<file path="src/rtl/tmr_pkg.sv">
package tmr_pkg;
  localparam int DATA_W    = 16;
  localparam int ADDR_W    = 5;
  localparam int EVT_SEL_W = 4;
  localparam int SRC_SEL_W = 2;
  localparam int N_EVT     = 1 << EVT_SEL_W;
  localparam int N_SRC     = 1 << SRC_SEL_W;
  localparam int CTL_W     = 13;
  localparam logic [CTL_W-1:0] CTL_RST = 13'h000A;

  localparam logic [ADDR_W-1:0] OFS_LOAD = 5'h00;
  localparam logic [ADDR_W-1:0] OFS_VAL  = 5'h04;
  localparam logic [ADDR_W-1:0] OFS_CTL  = 5'h08;
  localparam logic [ADDR_W-1:0] OFS_CLR  = 5'h0C;
  localparam logic [ADDR_W-1:0] OFS_CAP  = 5'h10;
  localparam logic [ADDR_W-1:0] OFS_STAT = 5'h1C;

  // Field order is the bit layout of the control word (MSB first).
  typedef struct packed {
    logic                 cap_en;    // 12
    logic [EVT_SEL_W-1:0] evt_sel;   // 11:8
    logic                 rld;       // 7
    logic [SRC_SEL_W-1:0] src_sel;   // 6:5
    logic                 spare4;    // 4
    logic                 periodic;  // 3
    logic                 enable;    // 2
    logic                 count_up;  // 1
    logic                 spare0;    // 0
  } ctl_t;
endpackage

</file>
<file path="src/rtl/tmr_sync.sv">
module tmr_sync #(
  parameter int W      = 16,
  parameter int STAGES = 2
) (
  input  logic         clk,
  input  logic         rst,
  input  logic [W-1:0] d,
  output logic [W-1:0] q
);
  logic [W-1:0] stage [STAGES];

  generate
    for (genvar i = 0; i < STAGES; i++) begin : g_stage
      if (i == 0) begin : g_first
        always_ff @(posedge clk) begin
          if (rst) stage[0] <= '0;
          else     stage[0] <= d;
        end
        p_stage_r10: assert property (@(posedge clk) disable iff (rst)
          1'b1 |=> stage[0] == $past(d));
      end else begin : g_next
        always_ff @(posedge clk) begin
          if (rst) stage[i] <= '0;
          else     stage[i] <= stage[i-1];
        end
        p_chain_r10: assert property (@(posedge clk) disable iff (rst)
          1'b1 |=> stage[i] == $past(stage[i-1]));
      end
    end
  endgenerate

  assign q = stage[STAGES-1];
endmodule

</file>
<file path="src/rtl/tmr_counter.sv">
module tmr_counter
  import tmr_pkg::*;
#(
  parameter int CNT_W = 16
) (
  input  logic             clk,
  input  logic             rst,
  input  ctl_t             ctl,
  input  logic [CNT_W-1:0] load_val,
  input  logic             clr_reload,
  input  logic [N_SRC-1:0] tick_src,
  output logic [CNT_W-1:0] cnt,
  output logic             timeout
);
  logic             tick;
  logic             at_end;
  logic [CNT_W-1:0] cnt_d;
  logic [CNT_W-1:0] wrap_val;

  assign tick     = ctl.enable & tick_src[ctl.src_sel];
  assign at_end   = ctl.count_up ? (cnt == {CNT_W{1'b1}}) : (cnt == '0);
  assign wrap_val = ctl.count_up ? '0 : {CNT_W{1'b1}};
  assign timeout  = tick & at_end & ~clr_reload;

  always_comb begin
    cnt_d = cnt;
    if (clr_reload) begin
      cnt_d = load_val;
    end else if (tick) begin
      if (at_end)            cnt_d = ctl.periodic ? load_val : wrap_val;
      else if (ctl.count_up) cnt_d = cnt + 1'b1;
      else                   cnt_d = cnt - 1'b1;
    end
  end

  always_ff @(posedge clk) begin
    if (rst) cnt <= '0;
    else     cnt <= cnt_d;
  end

  p_hold_off_r3: assert property (@(posedge clk) disable iff (rst)
    (!ctl.enable && !clr_reload) |=> $stable(cnt));
  p_step_up_r2: assert property (@(posedge clk) disable iff (rst)
    (tick && !clr_reload && ctl.count_up && cnt != {CNT_W{1'b1}})
      |=> cnt == $past(cnt) + 1'b1);
  p_step_dn_r2: assert property (@(posedge clk) disable iff (rst)
    (tick && !clr_reload && !ctl.count_up && cnt != '0)
      |=> cnt == $past(cnt) - 1'b1);
  p_periodic_reload_r4: assert property (@(posedge clk) disable iff (rst)
    (timeout && ctl.periodic) |=> cnt == $past(load_val));
  p_clear_reload_r7: assert property (@(posedge clk) disable iff (rst)
    clr_reload |=> cnt == $past(load_val));
endmodule

</file>
<file path="src/rtl/tmr_capture.sv">
module tmr_capture
  import tmr_pkg::*;
#(
  parameter int CNT_W = 16
) (
  input  logic                 clk,
  input  logic                 rst,
  input  logic [N_EVT-1:0]     evt_in,
  input  logic                 cap_en,
  input  logic [EVT_SEL_W-1:0] evt_sel,
  input  logic [CNT_W-1:0]     cnt,
  output logic [CNT_W-1:0]     cap_q,
  output logic                 cap_hit
);
  logic [N_EVT-1:0] evt_prev;
  logic [N_EVT-1:0] evt_rise;
  logic             past_ok;

  assign evt_rise = evt_in & ~evt_prev;
  assign cap_hit  = cap_en & evt_rise[evt_sel];

  always_ff @(posedge clk) begin
    if (rst) begin
      evt_prev <= '0;
      cap_q    <= '0;
      past_ok  <= 1'b0;
    end else begin
      evt_prev <= evt_in;
      past_ok  <= 1'b1;
      if (cap_hit) cap_q <= cnt;
    end
  end

  p_cap_value_r8: assert property (@(posedge clk) disable iff (rst)
    cap_hit |=> cap_q == $past(cnt));
  p_cap_hold_r9: assert property (@(posedge clk) disable iff (rst)
    !cap_hit |=> $stable(cap_q));
  p_level_once_r9: assert property (@(posedge clk) disable iff (rst)
    (past_ok && $stable(evt_sel) && evt_in[evt_sel] && $past(evt_in[evt_sel]))
      |-> !cap_hit);
endmodule

</file>
<file path="src/rtl/tmr_regs.sv">
module tmr_regs
  import tmr_pkg::*;
#(
  parameter int CNT_W = 16
) (
  input  logic              clk,
  input  logic              rst,
  input  logic              bus_sel,
  input  logic              bus_wr,
  input  logic [ADDR_W-1:0] bus_addr,
  input  logic [DATA_W-1:0] bus_wdata,
  output logic [DATA_W-1:0] bus_rdata,
  input  logic              timeout,
  input  logic              cap_hit,
  input  logic [CNT_W-1:0]  cap_q,
  input  logic [CNT_W-1:0]  cnt_sync,
  output ctl_t              ctl,
  output logic [CNT_W-1:0]  load_val,
  output logic              clr_reload,
  output logic              irq
);
  logic             wr_en, rd_en;
  logic             wr_load, wr_ctl, clr_req;
  logic [CNT_W-1:0] pend_val;
  logic             pend_v;
  logic             to_flag, cap_flag;
  logic [DATA_W-1:0] rd_mux;

  assign wr_en      = bus_sel & bus_wr;
  assign rd_en      = bus_sel & ~bus_wr;
  assign wr_load    = wr_en & (bus_addr == OFS_LOAD);
  assign wr_ctl     = wr_en & (bus_addr == OFS_CTL);
  assign clr_req    = wr_en & (bus_addr == OFS_CLR) & bus_wdata[0];
  assign clr_reload = clr_req & ctl.periodic & ctl.rld;
  assign irq        = to_flag;

  // Load value: a write landing on a timeout waits one cycle in pend_val.
  always_ff @(posedge clk) begin
    if (rst) begin
      load_val <= '0;
      pend_val <= '0;
      pend_v   <= 1'b0;
    end else begin
      if (pend_v) begin
        load_val <= pend_val;
        pend_v   <= 1'b0;
      end
      if (wr_load) begin
        if (timeout) begin
          pend_val <= bus_wdata[CNT_W-1:0];
          pend_v   <= 1'b1;
        end else begin
          load_val <= bus_wdata[CNT_W-1:0];
        end
      end
    end
  end

  always_ff @(posedge clk) begin
    if (rst)         ctl <= ctl_t'(CTL_RST);
    else if (wr_ctl) ctl <= ctl_t'(bus_wdata[CTL_W-1:0]);
  end

  always_ff @(posedge clk) begin
    if (rst) begin
      to_flag  <= 1'b0;
      cap_flag <= 1'b0;
    end else begin
      if (timeout)      to_flag <= 1'b1;
      else if (clr_req) to_flag <= 1'b0;
      if (cap_hit)                                cap_flag <= 1'b1;
      else if (rd_en && bus_addr == OFS_CAP)      cap_flag <= 1'b0;
    end
  end

  always_comb begin
    rd_mux = '0;
    case (bus_addr)
      OFS_LOAD: rd_mux = DATA_W'(load_val);
      OFS_VAL:  rd_mux = DATA_W'(cnt_sync);
      OFS_CTL:  rd_mux = DATA_W'(ctl);
      OFS_CAP:  rd_mux = DATA_W'(cap_q);
      OFS_STAT: rd_mux = DATA_W'({cap_flag, to_flag});
      default:  rd_mux = '0;
    endcase
  end

  always_ff @(posedge clk) begin
    if (rst)        bus_rdata <= '0;
    else if (rd_en) bus_rdata <= rd_mux;
  end

  p_irq_set_r5: assert property (@(posedge clk) disable iff (rst)
    timeout |=> irq);
  p_irq_clear_r5: assert property (@(posedge clk) disable iff (rst)
    (clr_req && !timeout) |=> !irq);
  p_load_defer_r6: assert property (@(posedge clk) disable iff (rst)
    (wr_load && timeout && !pend_v) |=> $stable(load_val));
  p_capflag_r8: assert property (@(posedge clk) disable iff (rst)
    cap_hit |=> cap_flag);
  p_read_ctl_r1: assert property (@(posedge clk) disable iff (rst)
    (rd_en && bus_addr == OFS_CTL) |=> bus_rdata[15:13] == 3'b000);
endmodule

</file>
<file path="src/rtl/gp_updown_timer.sv">
module gp_updown_timer
  import tmr_pkg::*;
#(
  parameter int CNT_W       = 16,
  parameter int SYNC_STAGES = 2
) (
  input  logic              clk,
  input  logic              rst,
  input  logic              bus_sel,
  input  logic              bus_wr,
  input  logic [ADDR_W-1:0] bus_addr,
  input  logic [DATA_W-1:0] bus_wdata,
  output logic [DATA_W-1:0] bus_rdata,
  input  logic [N_SRC-1:0]  tick_src,
  input  logic [N_EVT-1:0]  evt_in,
  output logic              irq
);
  ctl_t             ctl;
  logic [CNT_W-1:0] load_val, cnt, cnt_sync, cap_q;
  logic             clr_reload, timeout, cap_hit;

  tmr_regs #(.CNT_W(CNT_W)) u_regs (
    .clk, .rst, .bus_sel, .bus_wr, .bus_addr, .bus_wdata, .bus_rdata,
    .timeout, .cap_hit, .cap_q, .cnt_sync, .ctl, .load_val, .clr_reload, .irq
  );

  tmr_counter #(.CNT_W(CNT_W)) u_cnt (
    .clk, .rst, .ctl, .load_val, .clr_reload, .tick_src, .cnt, .timeout
  );

  tmr_capture #(.CNT_W(CNT_W)) u_cap (
    .clk, .rst, .evt_in, .cap_en(ctl.cap_en), .evt_sel(ctl.evt_sel),
    .cnt, .cap_q, .cap_hit
  );

  tmr_sync #(.W(CNT_W), .STAGES(SYNC_STAGES)) u_sync (
    .clk, .rst, .d(cnt), .q(cnt_sync)
  );
endmodule

</file>
<file path="config.mk">
export PLATFORM = sky130hd
export DESIGN_NAME = gp_updown_timer
export DESIGN_NICKNAME = d
export VERILOG_FILES = /design/src/rtl/tmr_pkg.sv /design/src/rtl/tmr_sync.sv /design/src/rtl/tmr_counter.sv /design/src/rtl/tmr_capture.sv /design/src/rtl/tmr_regs.sv /design/src/rtl/gp_updown_timer.sv
export SDC_FILE = /design/constraint.sdc
export NUM_CORES = 1
export LEC_CHECK = 0
export ABC_AREA = 1
export BUFFER_PORTS_ARGS = -buffer_cell sky130_fd_sc_hd__buf_2
export CORE_MARGIN = 4
export CORE_UTILIZATION = 39
export CTS_CLUSTER_DIAMETER = 40
export DETAILED_ROUTE_END_ITERATION = 8
export PLACE_DENSITY_LB_ADDON = 0.2
export SYNTH_ARGS = -nofsm -noshare
export SYNTH_HDL_FRONTEND = slang
export SYNTH_SLANG_ARGS = --single-unit
export TNS_END_PERCENT = 5
</file>
<file path="constraint.sdc">
create_clock -name clk -period 3.2 [get_ports clk]
set_clock_uncertainty 0.15 [all_clocks]
set_input_delay 0.48 -clock clk [delete_from_list [all_inputs] [get_ports clk]]
set_output_delay 0.48 -clock clk [all_outputs]
set_load 0.02 [all_outputs]
</file>
==> run metrics, run 1 <==
status=complete, no violations; largest net degree at the start of global routing=82; Post-Syn Area=6818 µm²; worst skew pair latency=0.41 ns; total core area=17240 µm²; Arr. time, crit path=2.80 ns; Worst path most repeated cell=nand2_1; commonest cells after routing, fill and taps aside=192 x nand2_1, 160 x nor2_1, 144 x dfxtp_1; final instance area=~7900 µm²; area leader, netlist=dfxtp_1; initial antenna violation count=0; Finish-stage setup viols=0; hold buffer count at cts=0; synth unique cells=35; pre-CTS WS=0.5360 ns; CP delay by family, top=simple AND/OR/NAND/NOR gates; routed via count=roughly 6400; relative slew slack=37.52%; max-cap violations=0; Buf/Inv on CP=1; cells on worst reg2reg path=11; Syn Inst Count=~1000; WL final=20170 µm; Worst Hold Path EP=u_cap.evt_prev[4]; Synth Area per Inst=6.825 µm²; R2R Setup Slk=0.52 ns; CP endpoint kind=register; WP depth=11; fmax=373.8 MHz; WL per Instance=15.65 µm; final hold vios=0; Bufs on Longest Clock Path=2; Syn-to-layout area delta=15.97%; area fraction of the dominant cell type after synthesis=42.28%; CTS tree=yes; FF-to-FF End=u_cnt.cnt[14]; hold_ws=0.1264 ns; Seq/Total Area, Yosys=42.28%; initial core utilization=39.55%; crit path time final=2.675 ns; n_diodes=0; worst path required time=3.32 ns; Rows=48; first-pass GRT wire length=32530 µm; full die area=19660 µm²; reg2reg start=u_regs.ctl[1]; post-cts resize count=0; Max IR drop VDD=0.3838 mV; Post-route DRC=0; first-pass detailed-route iteration total=7; CP Launch Type=register; Power per Cell Area=506.6 nW/µm²; Max stage delay on crit path=roughly 0.50 ns; Yosys warning count=0; Pleak=approximately 3.4 nW; Port Buffers=61; DP Wirelength=14660 µm; nets@finish=1111; gpl congestion=0.9010; max-slew violation count=0; WS Path Type=register to register; fill count=1839; Setup TNS=0 ns; fin crit share=83.61%; Post-CTS Setup Bufs=0; All-Layer GR Usage=20.76%; dpl cells=1257; most common cell after layout, fill and taps aside=nand2_1; non-filler cells in the finished layout=1289; Boundary Pins=between 60 and 70; post-layout util=45.87%; cells along the critical path=inv_1, ha_1, nand2_1, o21ai_0, nand2_1, nand2_1, nand2_1, nand3_1, nand3_1, a21oi_1, nor2_1; GR Overflow Total=0; layout cells sized above 1=11.56%; post-synth net total=roughly 1100; vias in the first global route=5873; Seq cells post-synth=between 100 and 150; htree depth=4; Hold WC Path Type=primary input to register; Area after DPL=7298 µm²; RSZ-0062 raised after global routing=no; CP max FO=18; Slowest cell on crit path=ha_1; clock slew at reported path FFs=approximately 0.060 ns; hold path startpoint=evt_in[4]; Die Wd=140.2 µm; Antenna Nets Post-Route=0; setup slack after layout=around 0.52 ns; hold path cells=3; initial DRC count=~460; die height=about 140 µm; Synth area leaders=dfxtp_1 42%, nand2_1 11%, nor2_1 8.8%, inv_1 7.7%, o21ai_0 7.5%; CTS root buf=clkbuf_16; CTS Buf Count=17; CTS sink cnt=144; total power=between 4 and 5 mW; worst-margin pin slew=slightly above 0.9 ns; vias per cell=4.969
final cells by class:
cell class                 instances  area, µm²  share of cell area (%)
clock buffer                      22      474.2                   5.998
clock inverter                    10      133.9                   1.693
inverter                         148      555.5                   7.026
multi-input combinational        669       3198                   40.45
sequential                       144       2883                   36.46
tap                              225      281.5                   3.561
timing repair buffer              71      380.4                   4.811
sequential cells by signal (all words and copies together) (netlist names):
| name | count |
|---|---|
| u_regs.pend_val | 16 |
| u_regs.ctl | 13 |
| u_sync.stage | 32 |
| u_regs.load_val | 16 |
| u_cap.cap_q | 16 |
| u_cnt.cnt | 16 |
| u_regs.cap_flag | 1 |
| u_regs.irq | 1 |
| u_cap.evt_prev | 16 |
| u_regs.bus_rdata | 16 |
| u_regs.pend_v | 1 |
logic make-up after synthesis:
family,synth area share [%]
compound gates,17.99
xor+xnor,0.6423
fa+ha+maj,2.863
buf+inv,10.81
flops,42.28
simple gates,25.42
routing by layer:
metal  vias to the layer above  GRT usage (%)  wire, µm
li1                       3302              -         -
met1                      2898          30.06      9902
met2                       175          31.33      8776
met3                        30          3.482      1007
met4                         0          7.037       480
met5                         -              0         0
synth_stat cells, drive strengths merged:
| cell | count |
|---|---|
| a21boi | 1 |
| a21oi | 82 |
| a31oi | 4 |
| and2 | 1 |
| buf | 12 |
| clkbuf | 26 |
| clkinv | 1 |
| dfxtp | 144 |
| fa | 1 |
| ha | 14 |
| inv | 147 |
| nand2 | 194 |
| nand3 | 42 |
| nand3b | 1 |
| nand4 | 10 |
| nor2 | 167 |
| nor3 | 4 |
| o2111ai | 5 |
| o211ai | 2 |
| o21ai | 104 |
| o21bai | 3 |
| o221ai | 3 |
| o22ai | 23 |
| or2 | 3 |
| xor2 | 5 |
report_power, final:
group	leakage, nW	internal (mW)	total, mW	switching [mW]
clock network	0.296	1.28	2.04	0.755
logic	1.99	0.0479	0.150	0.102
registers	1.16	1.81	1.82	0.00624
total	3.45	3.14	4.01	0.864
worst max-delay path by stage:
stage                           endpoint          start
after floorplan            u_cnt.cnt[14]  u_regs.ctl[1]
after global placement    u_regs.ctl[11]    bus_addr[1]
after detailed placement   u_cnt.cnt[14]  u_regs.ctl[1]
after CTS                   u_cnt.cnt[8]  u_regs.ctl[1]
after global routing       u_cnt.cnt[14]  u_regs.ctl[1]
final                      u_cnt.cnt[14]  u_regs.ctl[1]
worst register-to-register path: stages, from the launching register on:
cell and delay [ns]:
dfxtp_1 0.44, inv_1 0.37, ha_1 0.50, nand2_1 0.07, o21ai_0 0.38, nand2_1 0.09
nand2_1 0.12, nand2_1 0.08, nand3_1 0.09, nand3_1 0.07, a21oi_1 0.13, nor2_1 0.05
(Power assumes the default switching activity.)
==> run 2: changes to the inputs <==
clock period = 2.2 ns   (was 3.2 ns; I/O delays follow)
==> run metrics, run 2 (synthesis gave the netlist of run 1 again) <==
status=complete, no violations (unchanged); commonest cells after routing, fill and taps aside=191 x nand2_1, 159 x nor2_1, 142 x dfxtp_1 (was 192 x nand2_1, 160 x nor2_1, 144 x dfxtp_1); hold_ws=0.01022 ns (was 0.1264 ns); Slowest cell on crit path=dfxtp_2 (was ha_1); Rows=48 (unchanged); n_diodes=0 (unchanged); most common cell after layout, fill and taps aside=nand2_1 (unchanged); CTS Buf Count=17 (unchanged); CP delay by family, top=simple AND/OR/NAND/NOR gates (unchanged); worst path required time=2.40 ns (was 3.32 ns); Setup TNS=0 ns (unchanged); CP Launch Type=register (unchanged); Post-route DRC=0 (unchanged); Largest register FFs=32 (unchanged); crit path time final=2.099 ns (was 2.675 ns); Die Wd=140.2 µm (unchanged); gpl congestion=0.8870 (was 0.9010); post-layout util=49.51% (was 45.87%); CP endpoint kind=register (unchanged); layout cells sized above 1=15.50% (was 11.56%); setup slack after layout=0.1012 ns (was 0.5245 ns); Antenna Nets Post-Route=0 (unchanged); routed via count=6512 (was 6405); fin crit share=95.40% (was 83.61%); initial DRC count=544 (was 459); Register Area=2885 µm² (was 2883 µm²); multi-input logic area=3363 µm² (was 3198 µm²); WS Path Type=register to register (unchanged); Buf/Inv on CP=3 (was 1); relative slew slack=56.06% (was 37.52%); initial antenna violation count=0 (unchanged); CTS root buf=clkbuf_16 (unchanged); full die area=19660 µm² (unchanged); initial core utilization=39.55% (unchanged); Arr. time, crit path=2.30 ns (was 2.80 ns); Max IR drop VDD=0.5307 mV (was 0.3838 mV); Most flops, register=u_sync.stage (unchanged); max-slew violation count=0 (unchanged); Hold WC Path Type=primary input to register (unchanged); WL per Instance=15.49 µm (was 15.65 µm); vias in the first global route=6058 (was 5873); RSZ-0062 raised after global routing=yes (was no); All-Layer GR Usage=21.01% (was 20.76%); Bufs on Longest Clock Path=2 (unchanged); vias per cell=4.878 (was 4.969); largest net degree at the start of global routing=64 (was 82); WL final=20680 µm (was 20170 µm); DP Wirelength=15000 µm (was 14660 µm); total core area=17240 µm² (unchanged); CTS sink cnt=144 (unchanged); cells along the critical path=inv_2, buf_12, ha_4, nand2_1, inv_1, a21oi_2, nand2_2, nand2_1, nand2_1, nand2_1, nand3_1, nand2_1, nand2_1, a21oi_1 (was inv_1, ha_1, nand2_1, o21ai_0, nand2_1, nand2_1, nand2_1, nand3_1, nand3_1, a21oi_1, nor2_1); worst-margin pin slew=0.6591 ns (was 0.9359 ns); Pleak=3.662 nW (was 3.449 nW); final instance area=8533 µm² (was 7906 µm²); Finish-stage setup viols=0 (unchanged); CTS tree=yes (unchanged); Power per Cell Area=707.5 nW/µm² (was 506.6 nW/µm²); first-pass detailed-route iteration total=5 (was 7); Syn-to-layout area delta=25.16% (was 15.97%); first-pass GRT wire length=32710 µm (was 32530 µm); htree depth=4 (unchanged); Port Buffers=61 (unchanged); fill count=1789 (was 1839); Boundary Pins=62 (unchanged); die height=140.2 µm (unchanged); Area after DPL=7523 µm² (was 7298 µm²); nets@finish=1157 (was 1111); clock slew at reported path FFs=0.07 ns (was 0.06 ns); worst skew pair latency=0.43 ns (was 0.41 ns); Max stage delay on crit path=0.32 ns (was 0.50 ns); fmax=476.5 MHz (was 373.8 MHz); pre-CTS WS=-0.06554 ns (was 0.5360 ns); GR Overflow Total=0 (unchanged); max-cap violations=0 (unchanged); CP max FO=11 (was 18); Worst path most repeated cell=nand2_1 (unchanged); final hold vios=0 (unchanged)
[run 2: final cells by class]
| type | instances | share of cell area, % |
|---|---|---|
| clock inverter | 11 | 2.185 |
| timing repair buffer | 117 | 9.501 |
| tap | 225 | 3.299 |
| sequential | 144 | 33.81 |
| clock buffer | 21 | 5.279 |
| inverter | 148 | 6.510 |
| multi-input combinational | 669 | 39.41 |
[run 2: power by group]
part,switching [mW],leakage (nW),total [mW],internal [mW]
Sequential,0.00874,1.16,2.64,2.63
Clock,1.11,0.311,3.14,2.04
Combinational,0.154,2.19,0.254,0.0995
[run 2: timing repair]
item | 4_1_cts | 5_1_grt
resized for setup | 1 | 24
hold endpoints to repair | 21 | 0
buffers inserted | 0 | 2
endpoints found under the setup margin | 4 | 11
pin swaps | 0 | 3
hold buffers | 19 | 0
[run 2: stage by stage]
stage | cells | power, mW
final | 1335 | 6.038
after floorplan | 999 | 2.816
after global placement | 1282 | 2.921
after CTS | 1333 | 6.071
after global routing | 1335 | 6.218
after detailed placement | 1282 | 2.922
[run 2: worst paths after layout]
| kind | depth (start not counted) | start | to | slack (ns) |
|---|---|---|---|---|
| hold reg to reg | 2 | u_sync.stage[0][10] | u_sync.stage[1][10] | 0.25 |
| hold / removal | 3 | bus_wdata[15] | u_regs.pend_val[15] | 0.01 |
| setup reg to reg | 14 | u_regs.ctl[1] | u_cnt.cnt[11] | 0.10 |
| setup / recovery | 14 | u_regs.ctl[1] | u_cnt.cnt[11] | 0.10 |
[run 2: per-layer routing]
layer / global-route usage [%] / vias to the layer above / share of wire, %
met5: 0 / - / 0
met4: 8.720 / 0 / 2.9
met3: 3.824 / 35 / 5.4
met2: 31.65 / 181 / 44
met1: 29.61 / 2904 / 48
li1: - / 3392 / -
[run 2: worst reg2reg max path, cell delays in order, from the launching register on]
cell and delay, ns:
dfxtp_2 0.32, inv_2 0.11, buf_12 0.20, ha_4 0.23, nand2_1 0.13, inv_1 0.07, a21oi_2 0.16, nand2_2 0.10
nand2_1 0.08, nand2_1 0.06, nand2_1 0.06, nand3_1 0.11, nand2_1 0.08, nand2_1 0.05, a21oi_1 0.12
